$ cat src/rtl/rmw_pkg.sv
package rmw_pkg;
  typedef enum logic [1:0] {
    ST_IDLE = 2'd0,
    ST_READ = 2'd1,
    ST_MERGE = 2'd2,
    ST_WRITE = 2'd3
  } rmwState_e;

  typedef struct packed {
    logic capture;    // latch address/data/strobe of a partial write
    logic loadMerge;  // register merged word from read data
    logic drive;      // memory port driven from latched values
    logic intWe;      // write enable of internal access
  } rmwCtl_t;
endpackage

$ cat src/rtl/rmw_datapath.sv
module rmw_datapath
  import rmw_pkg::*;
#(
  parameter int AW = 32,
  parameter int DW = 32
) (
  input  logic              clk_i,
  input  logic              rst_ni,
  input  rmwCtl_t           ctl_i,
  input  logic [AW-1:0]     upAddr_i,
  input  logic [DW-1:0]     upWdata_i,
  input  logic [DW/8-1:0]   upStrb_i,
  input  logic              upWe_i,
  input  logic [DW-1:0]     memRdata_i,
  output logic              fullStrb_o,
  output logic [AW-1:0]     memAddr_o,
  output logic [DW-1:0]     memWdata_o,
  output logic              memWe_o
);
  localparam int NB = DW / 8;

  logic [AW-1:0] addrQ;
  logic [DW-1:0] dataQ;
  logic [NB-1:0] strbQ;
  logic [DW-1:0] mergedQ;
  logic [DW-1:0] mergeComb;

  assign fullStrb_o = &upStrb_i;

  for (genvar b = 0; b < NB; b++) begin : g_lane
    assign mergeComb[8*b +: 8] = strbQ[b] ? dataQ[8*b +: 8] : memRdata_i[8*b +: 8];
  end

  always_ff @(posedge clk_i or negedge rst_ni) begin
    if (!rst_ni) begin
      addrQ   <= '0;
      dataQ   <= '0;
      strbQ   <= '0;
      mergedQ <= '0;
    end else begin
      if (ctl_i.capture) begin
        addrQ <= upAddr_i;
        dataQ <= upWdata_i;
        strbQ <= upStrb_i;
      end
      if (ctl_i.loadMerge) begin
        mergedQ <= mergeComb;
      end
    end
  end

  always_comb begin
    if (ctl_i.drive) begin
      memAddr_o  = addrQ;
      memWdata_o = mergedQ;
      memWe_o    = ctl_i.intWe;
    end else begin
      memAddr_o  = upAddr_i;
      memWdata_o = upWdata_i;
      memWe_o    = upWe_i;
    end
  end
endmodule

$ cat src/rtl/rmw_control.sv
module rmw_control
  import rmw_pkg::*;
(
  input  logic    clk_i,
  input  logic    rst_ni,
  input  logic    upReq_i,
  input  logic    upWe_i,
  input  logic    fullStrb_i,
  input  logic    memGnt_i,
  input  logic    memRvalid_i,
  output rmwCtl_t ctl_o,
  output logic    upGnt_o,
  output logic    memReq_o,
  output logic    hideRvalid_o
);
  rmwState_e stateQ, stateD;
  logic ownReadQ, ownReadD;

  always_comb begin
    stateD   = stateQ;
    ctl_o    = '0;
    upGnt_o  = 1'b0;
    memReq_o = 1'b0;
    ownReadD = 1'b0;
    unique case (stateQ)
      ST_IDLE: begin
        if (upReq_i && upWe_i && !fullStrb_i) begin
          ctl_o.capture = 1'b1;
          upGnt_o       = 1'b1;
          stateD        = ST_READ;
        end else begin
          memReq_o = upReq_i;
          upGnt_o  = memGnt_i;
        end
      end
      ST_READ: begin
        ctl_o.drive = 1'b1;
        memReq_o    = 1'b1;
        if (memGnt_i) begin
          ownReadD = 1'b1;
          stateD   = ST_MERGE;
        end
      end
      ST_MERGE: begin
        if (memRvalid_i) begin
          ctl_o.loadMerge = 1'b1;
          stateD          = ST_WRITE;
        end
      end
      ST_WRITE: begin
        ctl_o.drive = 1'b1;
        ctl_o.intWe = 1'b1;
        memReq_o    = 1'b1;
        if (memGnt_i) begin
          stateD = ST_IDLE;
        end
      end
      default: stateD = ST_IDLE;
    endcase
  end

  always_ff @(posedge clk_i or negedge rst_ni) begin
    if (!rst_ni) begin
      stateQ   <= ST_IDLE;
      ownReadQ <= 1'b0;
    end else begin
      stateQ   <= stateD;
      ownReadQ <= ownReadD;
    end
  end

  assign hideRvalid_o = ownReadQ;
endmodule

$ cat src/rtl/rmw_adapter.sv
module rmw_adapter
  import rmw_pkg::*;
#(
  parameter int AW = 32,
  parameter int DW = 32
) (
  input  logic             clk_i,
  input  logic             rst_ni,
  input  logic             upReq_i,
  output logic             upGnt_o,
  input  logic [AW-1:0]    upAddr_i,
  input  logic             upWe_i,
  input  logic [DW-1:0]    upWdata_i,
  input  logic [DW/8-1:0]  upStrb_i,
  output logic             upRvalid_o,
  output logic [DW-1:0]    upRdata_o,
  output logic             memReq_o,
  input  logic             memGnt_i,
  output logic [AW-1:0]    memAddr_o,
  output logic             memWe_o,
  output logic [DW-1:0]    memWdata_o,
  input  logic             memRvalid_i,
  input  logic [DW-1:0]    memRdata_i
);
  rmwCtl_t ctl;
  logic    fullStrb;
  logic    hideRvalid;

  rmw_control u_ctrl (
    .clk_i        (clk_i),
    .rst_ni       (rst_ni),
    .upReq_i      (upReq_i),
    .upWe_i       (upWe_i),
    .fullStrb_i   (fullStrb),
    .memGnt_i     (memGnt_i),
    .memRvalid_i  (memRvalid_i),
    .ctl_o        (ctl),
    .upGnt_o      (upGnt_o),
    .memReq_o     (memReq_o),
    .hideRvalid_o (hideRvalid)
  );

  rmw_datapath #(.AW(AW), .DW(DW)) u_dp (
    .clk_i      (clk_i),
    .rst_ni     (rst_ni),
    .ctl_i      (ctl),
    .upAddr_i   (upAddr_i),
    .upWdata_i  (upWdata_i),
    .upStrb_i   (upStrb_i),
    .upWe_i     (upWe_i),
    .memRdata_i (memRdata_i),
    .fullStrb_o (fullStrb),
    .memAddr_o  (memAddr_o),
    .memWdata_o (memWdata_o),
    .memWe_o    (memWe_o)
  );

  assign upRvalid_o = memRvalid_i & ~hideRvalid;
  assign upRdata_o  = memRdata_i;
endmodule

$ cat config.mk
export PLATFORM = sky130hd
export DESIGN_NAME = rmw_adapter
export DESIGN_NICKNAME = d
export VERILOG_FILES = /design/src/rtl/rmw_pkg.sv /design/src/rtl/rmw_datapath.sv /design/src/rtl/rmw_control.sv /design/src/rtl/rmw_adapter.sv
export SDC_FILE = /design/constraint.sdc
export NUM_CORES = 1
export LEC_CHECK = 0
export BUFFER_PORTS_ARGS = -buffer_cell sky130_fd_sc_hd__buf_2
export CAP_MARGIN = 20
export CORE_AREA = 2 2 104 106
export CTS_CLUSTER_SIZE = 14
export DETAILED_ROUTE_END_ITERATION = 7
export DIE_AREA = 0 0 106 108
export GPL_ROUTABILITY_DRIVEN = 0
export HOLD_SLACK_MARGIN = 0.15
export PLACE_DENSITY = 0.84
export SETUP_SLACK_MARGIN = 0.02
export SLEW_MARGIN = 10
export SYNTH_ARGS = -nofsm -noshare
export SYNTH_HDL_FRONTEND = slang
export SYNTH_SLANG_ARGS = --single-unit
$ cat constraint.sdc
create_clock -name clk_i -period 3.9 [get_ports clk_i]
set_input_delay 0.585 -clock clk_i [delete_from_list [all_inputs] [get_ports clk_i]]
set_output_delay 0.585 -clock clk_i [all_outputs]
set_load 0.02 [all_outputs]
==> results by group <==
Status
  • Status: completed

Critical path
  • CP peak stage delay: 670 ps
  • Crit end category: output pin
  • CP max FO: 56
  • Slowest CP cell: buf_4
  • WP buf/inv: 2
  • Worst reg2reg path depth: 5
  • CP required: 3310 ps
  • Family with the most delay on the worst path: buffers and inverters
  • Critical Path Source Type: register
  • Reg-to-reg startpoint: u_ctrl.stateQ[0]
  • Crit path kind: register to output pin
  • R2R Setup Slk: 1380 ps
  • CP arrival: 2180 ps
  • Capturing point of the worst reg2reg path: u_dp.dataQ[1]
  • Crit path cell chain: buf_4 -> mux2_2 -> buf_2

CTS
  • CTS Hold Bufs: 0
  • Clock tree from TritonCTS: done
  • Number of levels in the clock H-tree: 3
  • Root buf cell: clkbuf_8
  • Clk sinks: 103
  • Clock transition at the registers of the reported paths: 100 ps
  • Post-CTS sizing: 0
  • Bufs on Longest Clock Path: 2
  • Clock buffer count from CTS: 9
  • # Post-CTS Setup Buffers: 0
  • Clock Latency Late Sink: 360 ps

Pwr
  • P_leak: 3.15 nW
  • Pwr Density: 805 mW/mm^2
  • Comb pwr share: 49.5%
  • Peak supply drop: 0.334 mV
  • Clock network power share: 11.7%
  • P_int: 0.00313 W
  • Register share of total power: 38.8%
  • Total power: 0.00514 W
  • Switching portion of total power: 39.1%
  • Switching Power: 0.00201 W

Drt
  • Routed len/inst: 16.3 um
  • Post-route ant nets: 0
  • Via/cell ratio: 5.21
  • Starting DRT DRC Count: 143
  • Total Wirelength: 11.8 mm
  • Drt pass-1 iters: 4
  • Via count: 3773
  • DRC: 0

Flow run
  • Max-cap violations: 0

Yosys
  • Syn Nets: 532
  • Synth Register Bits: 103
  • Sequential area share after synthesis: 48.2%
  • Post-Syn Area: 0.00534 sq mm
  • Warnings from Yosys: 0
  • Synthesized instance count: 421
  • Avg Inst Size Synth: 12.7 sq um
  • Distinct cell type count after synthesis: 28

Timing
  • Crit path time final: 2770 ps
  • Hold Vio Cnt, Final: 0
  • RSZ-0062 raised after global routing: false
  • Hold slack: 309 ps
  • Fmax achieved: 361 MHz
  • Setup Skew: 9.79 ps
  • Slew Limit Fails: 0
  • Final setup violation count: 0
  • Slew margin rel.: 28.4%
  • Setup TNS: 0 ps
  • Final period utilization: 71.0%
  • Worst slew pin tran: 1070 ps

Global route
  • Largest net degree at the start of global routing: 69
  • First-pass GRT wire length: 18.1 mm
  • Gr usage total: 20.0%
  • GR Overflow Total: 0
  • Vias in the first global route: 3691
  • Initial antenna violation count: 0

Floorplanning
  • Initial Utilization: 52.2%
  • Core box area: 0.0102 sq mm
  • Die Wd: 106 um
  • Die footprint: 0.0114 sq mm
  • Cell Rows: 37
  • Die span in y: 108 um
  • Ports: 206

Final layout
  • Commonest non-fill, non-tap cell in the layout: buf_2
  • Most frequent cells in the layout: buf_2 (204), mux2_2 (113), dfrtp_1 (102), nor2_1 (35), a21oi_1 (34)
  • Antenna cell count: 0
  • Area used by multi-input combinational logic: 0.00238 sq mm
  • Nets@finish: 694
  • Sequential cell area: 0.00258 sq mm
  • Share of layout cells above drive strength 1: 61.1%
  • Syn-to-layout area delta: 19.5%
  • Fill cell count: 815

Worst hold path
  • Hold Crit Class: input port to async pin

Place
  • Post-DP HPWL: 8.36 mm
  • IO Port Bufs: 205
[layer usage]
| layer | track usage (%) | routed length [um] | part of all wire, % |
|---|---|---|---|
| met5 | 0 | 0 | 0 |
| met4 | 8.18 | 210 | 1.8 |
| met3 | 2.53 | 478 | 4.0 |
| met2 | 33.4 | 6070 | 51 |
| met1 | 26.8 | 5060 | 43 |
[cells in the mapped netlist]
| master | instances | share of area (%) |
|---|---|---|
| mux2_2 | 113 | 24 |
| nor2b_1 | 1 | 0.12 |
| mux2_4 | 20 | 5.6 |
| a21oi_1 | 34 | 3.2 |
| inv_1 | 3 | 0.21 |
| buf_6 | 1 | 0.21 |
| nand2_1 | 1 | 0.070 |
| a21o_1 | 1 | 0.14 |
| mux2i_1 | 32 | 6.0 |
| buf_4 | 32 | 4.5 |
| nand4_1 | 1 | 0.12 |
| o211ai_1 | 3 | 0.42 |
| a211oi_1 | 1 | 0.14 |
| ha_1 | 5 | 1.2 |
| and2_1 | 2 | 0.23 |
| a31oi_1 | 2 | 0.23 |
| nand3_1 | 1 | 0.094 |
| buf_8 | 2 | 0.56 |
| o21bai_1 | 1 | 0.14 |
| and4_1 | 1 | 0.16 |
| nand2b_1 | 1 | 0.12 |
| buf_1 | 4 | 0.28 |
| a311oi_1 | 1 | 0.16 |
| dfrtp_1 | 103 | 48 |
| nor2_1 | 35 | 2.5 |
| clkbuf_1 | 12 | 0.84 |
| buf_2 | 7 | 0.66 |
| or3_1 | 1 | 0.12 |
[how the worst max path moves through the flow]
stage,start,endpoint,slack [ps],cells past startpoint
floorplan,u_ctrl.stateQ[0],u_dp.dataQ[10],1460,10
global placement,u_ctrl.stateQ[0],u_dp.dataQ[27],1510,5
detailed placement,u_ctrl.stateQ[0],u_dp.addrQ[23],1430,5
CTS,u_ctrl.stateQ[0],memAddr_o[7],1110,3
global route,u_ctrl.stateQ[0],memAddr_o[16],1030,3
finish,u_ctrl.stateQ[0],memAddr_o[16],1130,3
[area by class of cell]
| type | instances | share of cell area [%] |
|---|---|---|
| Clock buffer | 12 | 2.27 |
| Clock inverter | 4 | 0.353 |
| Sequential cell | 103 | 40.4 |
| Tap cell | 136 | 2.67 |
| Timing Repair Buffer | 209 | 16.8 |
| Inverter | 3 | 0.176 |
| Multi-Input combinational cell | 257 | 37.4 |
[registers in the layout, indices dropped and copies added, names as in the netlist]
signal,count
u_dp.addrQ,32
u_dp.strbQ,4
u_ctrl.hideRvalid_o,1
u_dp.mergedQ,32
u_ctrl.stateQ,2
u_dp.dataQ,32
[power groups by stage]
stage | Clock (W) | Sequential, W | Combinational [W]
floorplan | 0 | 0.00180 | 0.00206
global placement | 0 | 0.00198 | 0.00247
detailed placement | 0 | 0.00201 | 0.00255
CTS | 0.000615 | 0.00199 | 0.00256
global route | 0.000662 | 0.00206 | 0.00273
finish | 0.000601 | 0.00199 | 0.00254
[cells by family after synthesis]
| group | Yosys count | share of synthesized area, % |
|---|---|---|
| muxes | 165 | 35.4 |
| AOI/OAI and AO/OA | 43 | 4.43 |
| DFF | 103 | 48.2 |
| and+or+nand+nor | 44 | 3.49 |
| adders and majority gates | 5 | 1.17 |
| buffers and inverters | 61 | 7.26 |
[per-stage QoR]
stage | cells | worst slack [ps] | area [sq um] | util [%]
final | 724 | 1130 | 6380 | 62.4
after global routing | 724 | 1030 | 6380 | 62.4
after CTS | 723 | 1110 | 6360 | 62.2
after detailed placement | 707 | 1430 | 6200 | 60.6
after global placement | 707 | 1510 | 6200 | 60.6
after floorplan | 421 | 1460 | 5340 | -
[worst register-to-register path: cells and delay by family (launching register included)]
kind	cells	cell delay, ps
fa+ha+maj	1	270
flops	1	550
buf+inv	2	270
simple gates	1	850
mux	1	470
Power figures use the tool's default switching activity.
